==> src/rtl/me_pkg.sv <==
package me_pkg;
  typedef enum logic [1:0] {
    PH_IDLE   = 2'd0,
    PH_FIRST  = 2'd1,
    PH_SECOND = 2'd2
  } phase_e;

  // Line level for one half of a cell: the bit itself, then its inverse.
  function automatic logic half_level(input logic bit_val, input logic second);
    return second ? ~bit_val : bit_val;
  endfunction
endpackage

==> src/rtl/me_phase.sv <==
module me_phase
  import me_pkg::*;
(
  input  logic   clk,
  input  logic   rst_n,
  input  logic   strobe,
  output phase_e phase_q
);
  phase_e phase_d;

  always_comb begin
    phase_d = phase_q;
    if (strobe)                  phase_d = PH_FIRST;
    else if (phase_q == PH_FIRST) phase_d = PH_SECOND;
  end

  always_ff @(posedge clk) begin
    if (!rst_n) phase_q <= PH_IDLE;
    else        phase_q <= phase_d;
  end
endmodule

==> src/rtl/me_sampler.sv <==
module me_sampler (
  input  logic clk,
  input  logic rst_n,
  input  logic strobe,
  input  logic data_in,
  output logic held_q
);
  always_ff @(posedge clk) begin
    if (!rst_n)      held_q <= 1'b0;
    else if (strobe) held_q <= data_in;
  end
endmodule

==> src/rtl/me_driver.sv <==
module me_driver
  import me_pkg::*;
#(
  parameter logic IDLE_LEVEL = 1'b0
) (
  input  logic   clk,
  input  logic   rst_n,
  input  logic   strobe,
  input  logic   data_in,
  input  phase_e phase,
  input  logic   held,
  output logic   line_q,
  output logic   line_n_q
);
  logic next_lvl;
  logic load;

  always_comb begin
    load     = 1'b0;
    next_lvl = line_q;
    if (strobe) begin
      load     = 1'b1;
      next_lvl = half_level(data_in, 1'b0);
    end else if (phase == PH_FIRST) begin
      load     = 1'b1;
      next_lvl = half_level(held, 1'b1);
    end
  end

  always_ff @(posedge clk) begin
    if (!rst_n) begin
      line_q   <= IDLE_LEVEL;
      line_n_q <= ~IDLE_LEVEL;
    end else if (load) begin
      line_q   <= next_lvl;
      line_n_q <= ~next_lvl;
    end
  end
endmodule

==> src/rtl/manch_encoder.sv <==
module manch_encoder
  import me_pkg::*;
#(
  parameter logic IDLE_LEVEL = 1'b0
) (
  input  logic clk,
  input  logic rst_n,
  input  logic cell_strobe,
  input  logic data_in,
  output logic line_out,
  output logic line_out_n
);
  phase_e phase;
  logic   held_bit;

  me_phase u_phase (
    .clk     (clk),
    .rst_n   (rst_n),
    .strobe  (cell_strobe),
    .phase_q (phase)
  );

  me_sampler u_sampler (
    .clk     (clk),
    .rst_n   (rst_n),
    .strobe  (cell_strobe),
    .data_in (data_in),
    .held_q  (held_bit)
  );

  me_driver #(.IDLE_LEVEL(IDLE_LEVEL)) u_driver (
    .clk      (clk),
    .rst_n    (rst_n),
    .strobe   (cell_strobe),
    .data_in  (data_in),
    .phase    (phase),
    .held     (held_bit),
    .line_q   (line_out),
    .line_n_q (line_out_n)
  );
endmodule

==> config.mk <==
export PLATFORM = sky130hd
export DESIGN_NAME = manch_encoder
export DESIGN_NICKNAME = d
export VERILOG_FILES = /design/src/rtl/me_pkg.sv /design/src/rtl/me_phase.sv /design/src/rtl/me_sampler.sv /design/src/rtl/me_driver.sv /design/src/rtl/manch_encoder.sv
export SDC_FILE = /design/constraint.sdc
export NUM_CORES = 1
export LEC_CHECK = 0
export BUFFER_PORTS_ARGS = -buffer_cell sky130_fd_sc_hd__buf_2
export CORE_AREA = 2 2 39 41
export DETAILED_ROUTE_END_ITERATION = 8
export DIE_AREA = 0 0 41 43
export GPL_TIMING_DRIVEN = 0
export PLACE_DENSITY = 0.37
export SKIP_LAST_GASP = 1
export SYNTH_ARGS = -nofsm -noshare
export SYNTH_HDL_FRONTEND = slang
export SYNTH_SLANG_ARGS = --single-unit
==> constraint.sdc <==
create_clock -name clk -period 1.2 [get_ports clk]
set_input_delay 0.12 -clock clk [delete_from_list [all_inputs] [get_ports clk]]
set_output_delay 0.12 -clock clk [all_outputs]
set_load 0.03 [all_outputs]
==> results.tsv, run 1 <==
metric	value	unit
vias	169	
Max-Slew Margin vs Limit	86.6	%
overall routed net length	402	um
Placer Congestion	0.592	
CTS Hold Bufs	0	
fin cells	45	
Avg Cell Area, Syn	10.6	um2
final hold viol count	0	
critical path peak fanout	4	
GR Overflow Total	0	
Layout area overhead	33.5	%
ranking of synthesized cells by area	dfxtp_1 (47%), a21oi_1 (7.1%), nand2b_4 (6.5%)	
crit-path cells	nand2b_4 -> nor3b_2 -> o31ai_2	
TritonCTS buffer count	3	
Reg area	100	um2
final core occ	20.5	%
post-synthesis compound-gate area fraction	23.5	%
CTS Sinks	5	
fmax	1.07	GHz
clock root buffer	clkbuf_4	
Critical Path AT	1080	ps
GRT Overall Usage	5.61	%
Crit Path Category	reg2reg	
biggest area consumer among synthesized cells	dfxtp_1	
Synth top area share	47.1	%
Pleak	0.123	nW
drt pass-1 iters	2	
PwrDens	1500	nW/um2
FF-to-FF setup slack	270	ps
Synth Warn #	0	
DR DRC count	0	
Crit Reg-Reg Endpoint	u_driver.line_n_q	
post-synth cell types	13	
post-CTS sizing	0	
ANT cells	0	
I/O pin total	6	
fillers	164	
post-synthesis cell count	20	
critical path required time	1350	ps
Placed Instances	41	
Die Wd	41	um
critical path capture point type	flip-flop	
initial antenna violation count	0	
Post-Synthesis Net Count	24	
IO buf count	5	
H-tree Lvls	1	
worst-margin pin slew	199	ps
die span in y	43	um
critical path's largest stage delay	320	ps
Setup TNS Final	0	ps
Startpoint Class	flip-flop	
worst skew pair latency	240	ps
initial DRC count	1	
post-CTS setup buffers	0	
fraction of synthesized area in multiplexers	0	%
Tmin final	933	ps
Clock Pin Slew Worst Setup and Hold Paths	40	ps
Avg WL per Cell	8.93	um
Initial Util	15.4	%
Via density	3.76	
final setup fails	0	
XOR/XNOR share of the synthesized area	0	%
post-synthesis simple-gate area fraction	27.6	%
die area	1760	um2
Worst VDD drop	0.000237	V
Hold WC Path Type	in2reg	
clk buf depth	2	
beginning of the worst register-to-register path	u_phase.phase_q[1]	
RSZ-0062 raised after global routing	false	
post-synthesis sequential area ratio	47.1	%
Post-Syn Area	213	um2
main combinational cell family by area after synthesis	simple AND/OR/NAND/NOR gates	
r2r worst-path depth	3	
CORE AREA	1380	um2
CTS tree	built	
crit path launch	u_phase.phase_q[1]	
number of global-route vias before repair	167	
Final period util	77.7	%
largest net degree at the start of global routing	7	
final net count	34	
worst hold start	rst_n	
Post-Route Skew	1.30	ps
Hold EP	u_driver.line_n_q	
std cell rows	14	
hold depth	2	
share of cells above drive strength 1	41.4	%
status	finished clean	
MaxCap Viol Count	0	
Synth Area in Adders	0	%
Post-DRT Antenna Nets	0	
critical path's slowest cell	dfxtp_1	
max-slew violations	0	
first-pass GRT wire length	607	um
Yosys reg bits	5	
Multi-input gate area	109	um2
## cells in the mapped netlist
| library cell | n |
|---|---|
| a21oi_1 | 3 |
| nor2b_1 | 2 |
| nand2b_4 | 1 |
| nor3_1 | 1 |
| o21ai_0 | 1 |
| o211a_1 | 1 |
| inv_1 | 1 |
| nor3b_1 | 1 |
| o21a_1 | 1 |
| dfxtp_1 | 5 |
| and2_2 | 1 |
| nor3b_2 | 1 |
| o31ai_2 | 1 |
## layer usage
| layer | vias up | track usage [%] | wire [um] |
|---|---|---|---|
| met5 | - | 0 | 0 |
| met4 | 0 | 8.00 | 0 |
| met3 | 0 | 1.57 | 7 |
| met2 | 3 | 8.13 | 240 |
| met1 | 76 | 4.78 | 154 |
| li1 | 90 | - | - |
## cell families (layout without fill, tap and decap cells)
kind of cell | count (synthesis) | in the layout
buf+inv | 1 | 10
simple gates | 7 | 7
compound gates | 7 | 7
flops | 5 | 5
## area by class of cell
cell class / instances / area share [%]
inverter: 1 / 1.32
tap: 16 / 7.05
clock buffer: 4 / 9.25
multi-input combinational: 14 / 38.3
sequential: 5 / 35.2
timing repair buffer: 5 / 8.81
## how the worst max path moves through the flow
stage / depth (start not counted) / endpoint / slack [ps]
floorplan: 3 / u_driver.line_n_q / 330
global placement: 3 / u_driver.line_n_q / 310
detailed placement: 3 / u_driver.line_n_q / 300
CTS: 3 / u_driver.line_n_q / 250
global route: 3 / u_driver.line_n_q / 230
finish: 3 / u_driver.line_n_q / 270
## layout by cell type, fill, tap and decap left out
| cell | n |
|---|---|
| buf_2 | 5 |
| nor2b_1 | 2 |
| nor3b_2 | 1 |
| dfxtp_1 | 5 |
| o21a_1 | 1 |
| o31ai_2 | 1 |
| a21oi_1 | 3 |
| o211a_1 | 1 |
| nand2b_4 | 1 |
| nor3b_1 | 1 |
| clkbuf_1 | 1 |
| inv_1 | 1 |
| clkbuf_4 | 3 |
| o21ai_0 | 1 |
| nor3_1 | 1 |
| and2_2 | 1 |
## power by group
group / internal, mW / switching (mW)
sequential: 0.177 / 0.00758
combinational: 0.0220 / 0.0274
clock: 0.126 / 0.0678
## worst max-delay path: cells and delay by family (launching register included)
family | cells | cell delay, ps
and+or+nand+nor | 2 | 300
DFF | 1 | 320
AOI/OAI and AO/OA | 1 | 220
## stage by stage
stage	setup WS [ps]	hold slack, ps	total power [mW]	area (um2)
global placement	312	341	0.237	258
detailed placement	299	344	0.237	258
global route	227	105	0.457	284
finish	267	110	0.427	284
floorplan	332	185	0.219	213
CTS	255	100	0.441	284
Note: power is estimated with default switching activity, not from simulation.
==> run 2, diff against run 1 <==
==> constraint.sdc (replaced) <==
create_clock -name clk -period 0.95 [get_ports clk]
set_input_delay 0.095 -clock clk [delete_from_list [all_inputs] [get_ports clk]]
set_output_delay 0.095 -clock clk [all_outputs]
set_load 0.03 [all_outputs]
==> run 2 against run 1 <==
Combinational power is 26% higher. Critical endpoint unchanged. Largest cell class unchanged. Die area is the same. Flip-flop and latch count is the same. Critical path type unchanged. Global-route usage unchanged. Largest power group unchanged.
==> results.tsv, run 2 (same netlist as run 1, synthesis figures left out) <==
metric	value	unit
fmax	1.08	GHz
Layout area overhead	34.7	%
PwrDens	1890	nW/um2
final setup fails	0	
DR DRC count	0	
initial antenna violation count	0	
max-slew violations	0	
Hold EP	u_driver.line_n_q	
drt pass-1 iters	2	
clk buf depth	2	
GRT Overall Usage	5.61	%
Startpoint Class	flip-flop	
Post-Route Skew	1.39	ps
hold depth	2	
Final period util	97.1	%
number of global-route vias before repair	167	
Critical Path AT	1070	ps
Via density	3.76	
MaxCap Viol Count	0	
final core occ	20.7	%
Worst VDD drop	0.000300	V
ANT cells	0	
Die Wd	41	um
Clock Pin Slew Worst Setup and Hold Paths	40	ps
share of total power in sequential cells	43.2	%
worst skew pair latency	240	ps
first-pass GRT wire length	607	um
clock power share	45.2	%
Initial Util	15.4	%
GR Overflow Total	0	
Post-DRT Antenna Nets	0	
Tmin final	922	ps
vias	169	
clock root buffer	clkbuf_4	
final net count	34	
fillers	163	
worst-margin pin slew	199	ps
std cell rows	14	
r2r worst-path depth	3	
Crit Path Category	reg2reg	
CTS Sinks	5	
Hold WC Path Type	in2reg	
Avg WL per Cell	8.96	um
Pleak	0.124	nW
RSZ-0062 raised after global routing	false	
Crit Reg-Reg Endpoint	u_driver.line_n_q	
largest net degree at the start of global routing	7	
H-tree Lvls	1	
P_int	411	uW
worst hold start	rst_n	
CORE AREA	1380	um2
CTS tree	built	
final hold viol count	0	
status	finished clean	
FF-to-FF setup slack	30	ps
critical path required time	1100	ps
most frequent cells in the layout	buf_2 (5), a21oi_1 (3), dfxtp_1 (3), clkbuf_4 (3)	
post-CTS setup buffers	0	
beginning of the worst register-to-register path	u_phase.phase_q[1]	
die area	1760	um2
Placer Congestion	0.592	
Max-Slew Margin vs Limit	86.6	%
CTS Hold Bufs	0	
I/O pin total	6	
critical path capture point type	flip-flop	
TritonCTS buffer count	3	
overall routed net length	403	um
Psw	130	uW
critical path peak fanout	4	
IO buf count	5	
commonest non-fill, non-tap cell in the layout	buf_2	
initial DRC count	1	
Setup TNS Final	0	ps
die span in y	43	um
switching share of power	24.0	%
Gate power share	11.5	%
share of cells above drive strength 1	48.3	%
run 2: area by class of cell:
type | count | area [um2] | area share [%]
Multi-Input combinational cell | 14 | 109 | 38.0
Inverter | 1 | 3.75 | 1.31
Tap cell | 16 | 20.0 | 6.99
Clock buffer | 4 | 26.3 | 9.17
Timing Repair Buffer | 5 | 25.0 | 8.73
Sequential cell | 5 | 103 | 35.8
run 2: how the worst max path moves through the flow:
| stage | startpoint | endpoint | slack (ps) | cells past startpoint |
|---|---|---|---|---|
| after CTS | u_phase.phase_q[0] | u_driver.line_n_q | 5 | 3 |
| after global placement | u_phase.phase_q[0] | u_driver.line_n_q | 60 | 3 |
| after floorplan | u_phase.phase_q[1] | u_driver.line_n_q | 80 | 3 |
| after detailed placement | u_phase.phase_q[0] | u_driver.line_n_q | 50 | 3 |
| after global routing | u_phase.phase_q[1] | u_driver.line_n_q | 5 | 3 |
| final | u_phase.phase_q[1] | u_driver.line_n_q | 30 | 3 |
run 2: through the flow:
| stage | total power, mW | cells | hold slack [ps] | area [um2] | worst slack [ps] |
|---|---|---|---|---|---|
| floorplan | 0.277 | 20 | 160 | 213 | 81.7 |
| global placement | 0.299 | 41 | 316 | 258 | 61.9 |
| detailed placement | 0.300 | 41 | 319 | 258 | 48.7 |
| CTS | 0.557 | 45 | 75.3 | 284 | 4.64 |
| global route | 0.578 | 45 | 80.2 | 287 | 4.88 |
| finish | 0.541 | 45 | 84.7 | 287 | 27.6 |
run 2: layer usage:
metal / GRT usage, % / wire (um)
met1: 4.78 / 154
met5: 0 / 0
met3: 1.57 / 7
met4: 8.00 / 0
met2: 8.13 / 241
run 2: power by group through the flow:
stage | registers, mW | logic, mW | clock network [mW]
2_1_floorplan | 0.248 | 0.0285 | 0
3_3_place_gp | 0.237 | 0.0623 | 0
3_5_place_dp | 0.237 | 0.0628 | 0
4_1_cts | 0.233 | 0.0630 | 0.261
5_1_grt | 0.235 | 0.0680 | 0.275
6_report | 0.234 | 0.0624 | 0.244
run 2: critical path: stages (launching register included):
cell and delay [ps]:
dfxtp_2 320, nand2b_4 140, nor3b_2 150, o31ai_2 220
run 2: timing repair:
| action | CTS | global route |
|---|---|---|
| gates resized for setup | 0 | 2 |
| setup endpoints to repair | 0 | 2 |
| endpoints found under the hold margin | 0 | 0 |
